--- src/rtl/occ_pkg.sv ---
package occ_pkg;

  typedef enum logic [2:0] {
    OCM_FROZEN  = 3'b000,
    OCM_SET     = 3'b001,
    OCM_CLEAR   = 3'b010,
    OCM_TOGGLE  = 3'b011,
    OCM_FORCE_0 = 3'b100,
    OCM_FORCE_1 = 3'b101,
    OCM_PWM_LO  = 3'b110,
    OCM_PWM_HI  = 3'b111
  } ocm_e;

  localparam logic [1:0] DIR_OUTPUT = 2'b00;

endpackage

--- src/rtl/occ_cmp.sv ---
module occ_cmp #(
  parameter int CNT_W = 16
) (
  input  logic [CNT_W-1:0] cnt,
  input  logic [CNT_W-1:0] cmp,
  output logic             hit,
  output logic             below
);

  assign hit   = (cnt == cmp);
  assign below = (cnt <  cmp);

endmodule

--- src/rtl/occ_refgen.sv ---
module occ_refgen
  import occ_pkg::*;
(
  input  logic clk,
  input  logic rst,
  input  logic active,
  input  ocm_e mode,
  input  logic hit,
  input  logic below,
  output logic ref_d,
  output logic ref_q
);

  always_comb begin
    ref_d = ref_q;
    if (active) begin
      case (mode)
        OCM_FROZEN:  ref_d = ref_q;
        OCM_SET:     ref_d = hit ? 1'b1 : ref_q;
        OCM_CLEAR:   ref_d = hit ? 1'b0 : ref_q;
        OCM_TOGGLE:  ref_d = hit ? ~ref_q : ref_q;
        OCM_FORCE_0: ref_d = 1'b0;
        OCM_FORCE_1: ref_d = 1'b1;
        OCM_PWM_LO:  ref_d = below;
        OCM_PWM_HI:  ref_d = ~below;
        default:     ref_d = ref_q;
      endcase
    end
  end

  always_ff @(posedge clk) begin
    if (rst) ref_q <= 1'b0;
    else     ref_q <= ref_d;
  end


  force_act_chk: assert property (@(posedge clk) disable iff (rst)
    (active && mode == OCM_FORCE_1) |=> ref_q);


  force_inact_chk: assert property (@(posedge clk) disable iff (rst)
    (active && mode == OCM_FORCE_0) |=> !ref_q);


  frozen_hold_chk: assert property (@(posedge clk) disable iff (rst)
    (mode == OCM_FROZEN) |=> $stable(ref_q));


  pwm_lo_chk: assert property (@(posedge clk) disable iff (rst)
    (active && mode == OCM_PWM_LO) |=> (ref_q == $past(below)));


  dir_hold_chk: assert property (@(posedge clk) disable iff (rst)
    !active |=> $stable(ref_q));

endmodule

--- src/rtl/occ_polstage.sv ---
module occ_polstage (
  input  logic clk,
  input  logic rst,
  input  logic active,
  input  logic ref_d,
  input  logic ref_q,
  input  logic pol,
  input  logic oe,
  output logic pin_q
);

  logic pin_d;

  assign pin_d = active & oe & (ref_d ^ pol);

  always_ff @(posedge clk) begin
    if (rst) pin_q <= 1'b0;
    else     pin_q <= pin_d;
  end


  oe_low_chk: assert property (@(posedge clk) disable iff (rst)
    !oe |=> !pin_q);


  pol_follow_chk: assert property (@(posedge clk) disable iff (rst)
    (oe && active) |=> (pin_q == (ref_q ^ $past(pol))));


  dir_pin_chk: assert property (@(posedge clk) disable iff (rst)
    !active |=> !pin_q);

endmodule

--- src/rtl/occ_channel.sv ---
module occ_channel
  import occ_pkg::*;
#(
  parameter int CNT_W = 16
) (
  input  logic             clk,
  input  logic             rst,
  input  logic [CNT_W-1:0] cnt_val,
  input  logic [CNT_W-1:0] cmp_val,
  input  logic [2:0]       oc_mode,
  input  logic             pol_inv,
  input  logic             out_en,
  input  logic [1:0]       dir_sel,
  output logic             oc_ref,
  output logic             oc_pin
);

  logic hit, below, active, ref_d, ref_q;
  ocm_e mode;

  assign active = (dir_sel == DIR_OUTPUT);
  assign mode   = ocm_e'(oc_mode);

  occ_cmp #(.CNT_W(CNT_W)) u_cmp (
    .cnt   (cnt_val),
    .cmp   (cmp_val),
    .hit   (hit),
    .below (below)
  );

  occ_refgen u_ref (
    .clk    (clk),
    .rst    (rst),
    .active (active),
    .mode   (mode),
    .hit    (hit),
    .below  (below),
    .ref_d  (ref_d),
    .ref_q  (ref_q)
  );

  occ_polstage u_pol (
    .clk    (clk),
    .rst    (rst),
    .active (active),
    .ref_d  (ref_d),
    .ref_q  (ref_q),
    .pol    (pol_inv),
    .oe     (out_en),
    .pin_q  (oc_pin)
  );

  assign oc_ref = ref_q;


  reset_clear_chk: assert property (@(posedge clk)
    rst |=> (!oc_ref && !oc_pin));

endmodule

--- config.mk ---
export PLATFORM = sky130hd
export DESIGN_NAME = occ_channel
export DESIGN_NICKNAME = d
export VERILOG_FILES = /design/src/rtl/occ_pkg.sv /design/src/rtl/occ_cmp.sv /design/src/rtl/occ_refgen.sv /design/src/rtl/occ_polstage.sv /design/src/rtl/occ_channel.sv
export SDC_FILE = /design/constraint.sdc
export NUM_CORES = 1
export LEC_CHECK = 0
export ABC_AREA = 1
export BUFFER_PORTS_ARGS = -buffer_cell sky130_fd_sc_hd__buf_4
export CORE_MARGIN = 1.5
export CORE_UTILIZATION = 44
export DETAILED_ROUTE_END_ITERATION = 10
export PLACE_DENSITY = 0.9
export SETUP_SLACK_MARGIN = 0.02
export SLEW_MARGIN = 20
export SYNTH_ARGS = -nofsm -noshare
export SYNTH_HDL_FRONTEND = slang
export SYNTH_HIERARCHICAL = 1
export SYNTH_SLANG_ARGS = --single-unit
--- constraint.sdc ---
create_clock -name clk -period 2.7 [get_ports clk]
set_input_delay 0.27 -clock clk [delete_from_list [all_inputs] [get_ports clk]]
set_output_delay 0.27 -clock clk [all_outputs]
set_load 0.05 [all_outputs]
### Word level (Yosys, flattened, before mapping)

Cells that the tools add are included.

| storage, ports and cells | value |
|---|---|
| register bits | 2 |
| output and inout port bits | 2 |
| latch bits | 0 |
| bits of input ports | 41 |
| memories kept | 0 |
| RAM bits | 0 |
| ROM bits | 0 |

| cells by class | value |
|---|---|
| $add $sub $neg | 0 |
| shift operators | 0 |
| $mul | 0 |
| reductions and logical operators | 2 |
| order comparisons | 1 |
| equal/unequal tests | 8 |
| divide/modulo/power cells | 0 |
| bitwise logic cells | 5 |
| muxes and demuxes | 5 |

Operators with widths:

| operator | count |
|---|---|
| $eq 16x16->1 | 1 |
| $lt 16x16->1 | 1 |
| $eq 3x3->1 const B | 4 |
| $pmux 1 s8 | 1 |
| $eq 3x2->1 const B | 2 |
| $mux 1 | 4 |
| $eq 3x1->1 const B | 1 |
| $logic_not 3->1 | 1 |
| $and 1x1->1 | 2 |
| $logic_not 2->1 | 1 |
| $not 1->1 | 2 |
| $xor 1x1->1 | 1 |

### Longest topological paths before layout

| logic depth | value |
|---|---|
| depth in word-level cells | 6 |
| depth in mapped cells | 20 |

### Hierarchy

Netlist, hierarchy kept.

Modules (own cells, without submodules):

| module | cells an instance | times used | area each (um^2) |
|---|---|---|---|
| occ_cmp | 70 | 1 | 429.2 |
| occ_refgen | 24 | 1 | 150.1 |
| occ_polstage | 9 | 1 | 53.8 |
| occ_channel | 1 | 1 | 3.8 |

### Least setup slack after synthesis

Ideal clock, no wire load.

| timing | value |
|---|---|
| path type | in2reg |
| start point | input port cmp_val[7] |
| end point | register u_pol.pin_q |
| stages on the path | 18 |
| arrival | 1.758 ns |
| setup time | 0.112 ns |
| setup slack | 0.831 ns |
| path buffers | 0 |
| cell sequence | inv_1 > ha_1 > nand2_1 > nor2_1 > nand4_1 > nor2_1 > inv_1 > ha_1 > nand2_1 > nand2_1 > nand3_1 > nand3_1 > nand2_2 > inv_1 > inv_1 > nand2_1 > nand2_1 > nor2_2 |

| on the way | value |
|---|---|
| word-level cells in the longest chain between the ends | 6 |

Ends and longest elaborated chain:

| what | line | RTL |
|---|---|---|
| start: declaration | occ_channel.sv:9 | `input logic [CNT_W-1:0] cmp_val,` |
| $eq 16x16->1 (*) | occ_cmp.sv:10 | `assign hit = (cnt == cmp);` |
| named net hit | occ_channel.sv:18 | `logic hit, below, active, ref_d, ref_q;` |
| $mux 1 (on tied branches) | occ_refgen.sv:21, occ_refgen.sv:19, occ_refgen.sv:20 |  |
| $pmux 1 s8 (*) | occ_refgen.sv:17 | `case (mode)` |
| $mux 1 (*) | occ_refgen.sv:16 | `if (active) begin` |
| named net ref_d | occ_channel.sv:18 |  |
| $xor 1x1->1 (*) | occ_polstage.sv:14 | `assign pin_d = active & oe & (ref_d ^ pol);` |
| $and 1x1->1 (*) | occ_polstage.sv:14 |  |
| end signal: assignment | occ_polstage.sv:18 | `else pin_q <= pin_d;` |
| end: declaration | occ_polstage.sv:9 | `output logic pin_q` |

Mark *: on every way through the listed nets, which the timed path passes. The rest lies on a longest branch.
A chain may end at the register's enable or synchronous reset.

### Final worst setup path

| timing | value |
|---|---|
| start point | input port cnt_val[7] |
| end point | register u_pol.pin_q |

| on the way | value |
|---|---|
| word-level cells in the longest chain between the ends | 6 |

Ends and longest elaborated chain:

| what | line | RTL |
|---|---|---|
| start: declaration | occ_channel.sv:8 | `input logic [CNT_W-1:0] cnt_val,` |
| $eq 16x16->1 (*) | occ_cmp.sv:10 |  |
| named net hit | occ_channel.sv:18 |  |
| $mux 1 (on tied branches) | occ_refgen.sv:21, occ_refgen.sv:19, occ_refgen.sv:20 |  |
| $pmux 1 s8 (*) | occ_refgen.sv:17 |  |
| $mux 1 (*) | occ_refgen.sv:16 |  |
| named net ref_d | occ_channel.sv:18 |  |
| $xor 1x1->1 (*) | occ_polstage.sv:14 |  |
| $and 1x1->1 (*) | occ_polstage.sv:14 |  |

Marks and branches as above.

==> metrics.txt <==
status=complete, no violations; unrepaired setup endpoints after global routing=no; most common cell after layout, fill and taps aside=buf_4; CTS buffer count=3; Worst EP required=2.82 ns; Crit. End Element=flip-flop; dpl cells=161; Cell Pwr Density=231 nW/um^2; most frequent cells in the layout=buf_4, inv_1, nand2_1; CTS max path bufs=2; Least-Margin Pin Slew=0.193 ns; Worst Setup Start Kind=input pin; critical path class=input pin to flip-flop; remaining antenna violation count after routing=0; Worst EP arrival=2.06 ns; syn avg cell area=6.12 sq um; synthesized area=637 sq um; worst skew pair latency=0.23 ns; Clock Sinks=2; combinational share of power=56.0%; Net Switching=0.0775 mW; fin util=75.4%; final setup fails=0; Yosys warnings=6; Max-Cap Viols=0; Post-Syn Nets=163; Starting Density=48.3%; die height=41.0 microns; NumNets Final=210; GRT Util Overall=19.0%; Diodes inserted=0; Area Growth Syn to Fin=56.0%; CTS tree=done; HP Class=input pin to flip-flop; Placed Area=971 sq um; die area=1680 sq um; Total Neg Setup Slack=0 ns; post-CTS sizing=0; first-pass GRT wire length=2160 microns; via count=751; port buffer count=42; Sw Share=33.8%; gr ovfl total=0; number of global-route vias before repair=650; Slew Viols, Final=0; fraction of power consumed by sequential logic=14.1%; routability congestion estimate=0.776; Post-DP HPWL=1300 microns; post-synthesis cell count=104; Pint=0.152 mW; hold-fix buffers at CTS=0; design area=993 sq um; synthesis-stage register bit count=2; Leak Pwr=0.638 nW; Hold Fails Final Rpt=0; # fillers=122; clock root cell=clkbuf_4; share of total power in the clock network=29.9%; largest net degree at the start of global routing=5; Post-Layout Cell Count=164; TritonRoute pass-1 iters=4; Initial DRC Count=10; chip width=41.0 microns; initial antenna violation count=0; WL/cell=8.93 microns; Setup WS post-layout=0.764 ns; Post CTS Setup Buffer Count=0; FMAX=517 MHz; Top Ports=43; CP Max Fanout=2; fin crit share=71.7%; Clock Pin Slew Worst Setup and Hold Paths=0.03 ns; max_slew headroom=87.1%; Total Wirelength=1460 microns; share of cells above drive strength 1=35.6%; pre-CTS WS=0.540 ns; clock skew=0.00158 ns; CORE AREA=1320 sq um; sequential-to-total area share from yosys stat=6.29%; # H-tree levels=1; # DRC=0; crit path time final=1.94 ns; Yosys cell types=18; worst vdd ir=156 uV; Rows=13; vias per inst=4.58
-- critical path, stage by stage --
cell and delay, ns:
buf_4 0.11, ha_1 0.28, nand2_1 0.06, nor2_1 0.14, nand4_1 0.10, nor2_1 0.11, inv_1 0.07, ha_1 0.29
nand2_1 0.07, nand2_1 0.04, nand3_1 0.08, nand3_1 0.10, nand2_2 0.09, inv_1 0.05, inv_1 0.05, nand2_1 0.04
nand2_1 0.06, nor2_2 0.03
-- Yosys cell counts, drive strengths merged --
library cell | count | share of area, %
nand3 | 3 | 2.4
nand2 | 24 | 15
inv | 31 | 18
o21ai | 2 | 1.6
a21oi | 7 | 6.1
dfxtp | 2 | 6.3
a21o | 2 | 2.4
or2 | 1 | 0.98
o21a | 1 | 1.2
a21boi | 2 | 2.9
nor2 | 10 | 7.1
ha | 18 | 35
nand4 | 1 | 0.98
-- cell type report --
class                   instances  area (sq um)  area share (%)
multi-input cells              71           480            48.4
flip-flops and latches          2          40.0            4.03
clock buffers                   3          22.5            2.27
well taps                      15          18.8            1.89
inverters                      31           116            11.7
repair buffers                 42           315            31.7
-- through the flow --
stage	total power [mW]	hold WS [ns]
finish	0.229	0.212
global route	0.257	0.196
CTS	0.233	0.205
detailed placement	0.161	0.445
global placement	0.156	0.442
floorplan	0.101	0.337
-- state kept, by name (all words and copies together), names as in the netlist --
name	count
u_pol/pin_q	1
u_ref/ref_q	1
-- power by group through the flow --
| stage | sequential, mW | clock (mW) | combinational [mW] |
|---|---|---|---|
| 2_1_floorplan | 0.0371 | 0 | 0.0636 |
| 3_3_place_gp | 0.0326 | 0 | 0.123 |
| 3_5_place_dp | 0.0327 | 0 | 0.129 |
| 4_1_cts | 0.0323 | 0.0714 | 0.129 |
| 5_1_grt | 0.0325 | 0.0786 | 0.146 |
| 6_report | 0.0323 | 0.0687 | 0.128 |
-- path summary, 6_finish.rpt --
kind / from / to / slack [ns] / cells past startpoint
max reg2reg: u_ref/ref_q / u_pol/pin_q / 1.28 / 12
max: cnt_val[7] / u_pol/pin_q / 0.76 / 18
min reg2reg: u_ref/ref_q / u_ref/ref_q / 0.68 / 3
min: rst / u_ref/ref_q / 0.21 / 2
-- metal layers --
metal	global-route usage, %	part of all wire [%]	up-vias
met5	0	0	-
met4	9.17	0	0
met3	5.98	9.4	0
met2	36.7	54	32
met1	17.5	36	309
li1	-	-	410
-- cell families after synthesis --
family / Yosys count / share of synthesized area, %
adder cells (fa/ha/maj): 18 / 35.4
AO/OA/AOI/OAI: 14 / 14.1
buffers and inverters: 31 / 18.3
AND/OR/NAND/NOR: 39 / 25.9
flip-flops: 2 / 6.29
No activity file was read; power rests on OpenSTA's default activity.
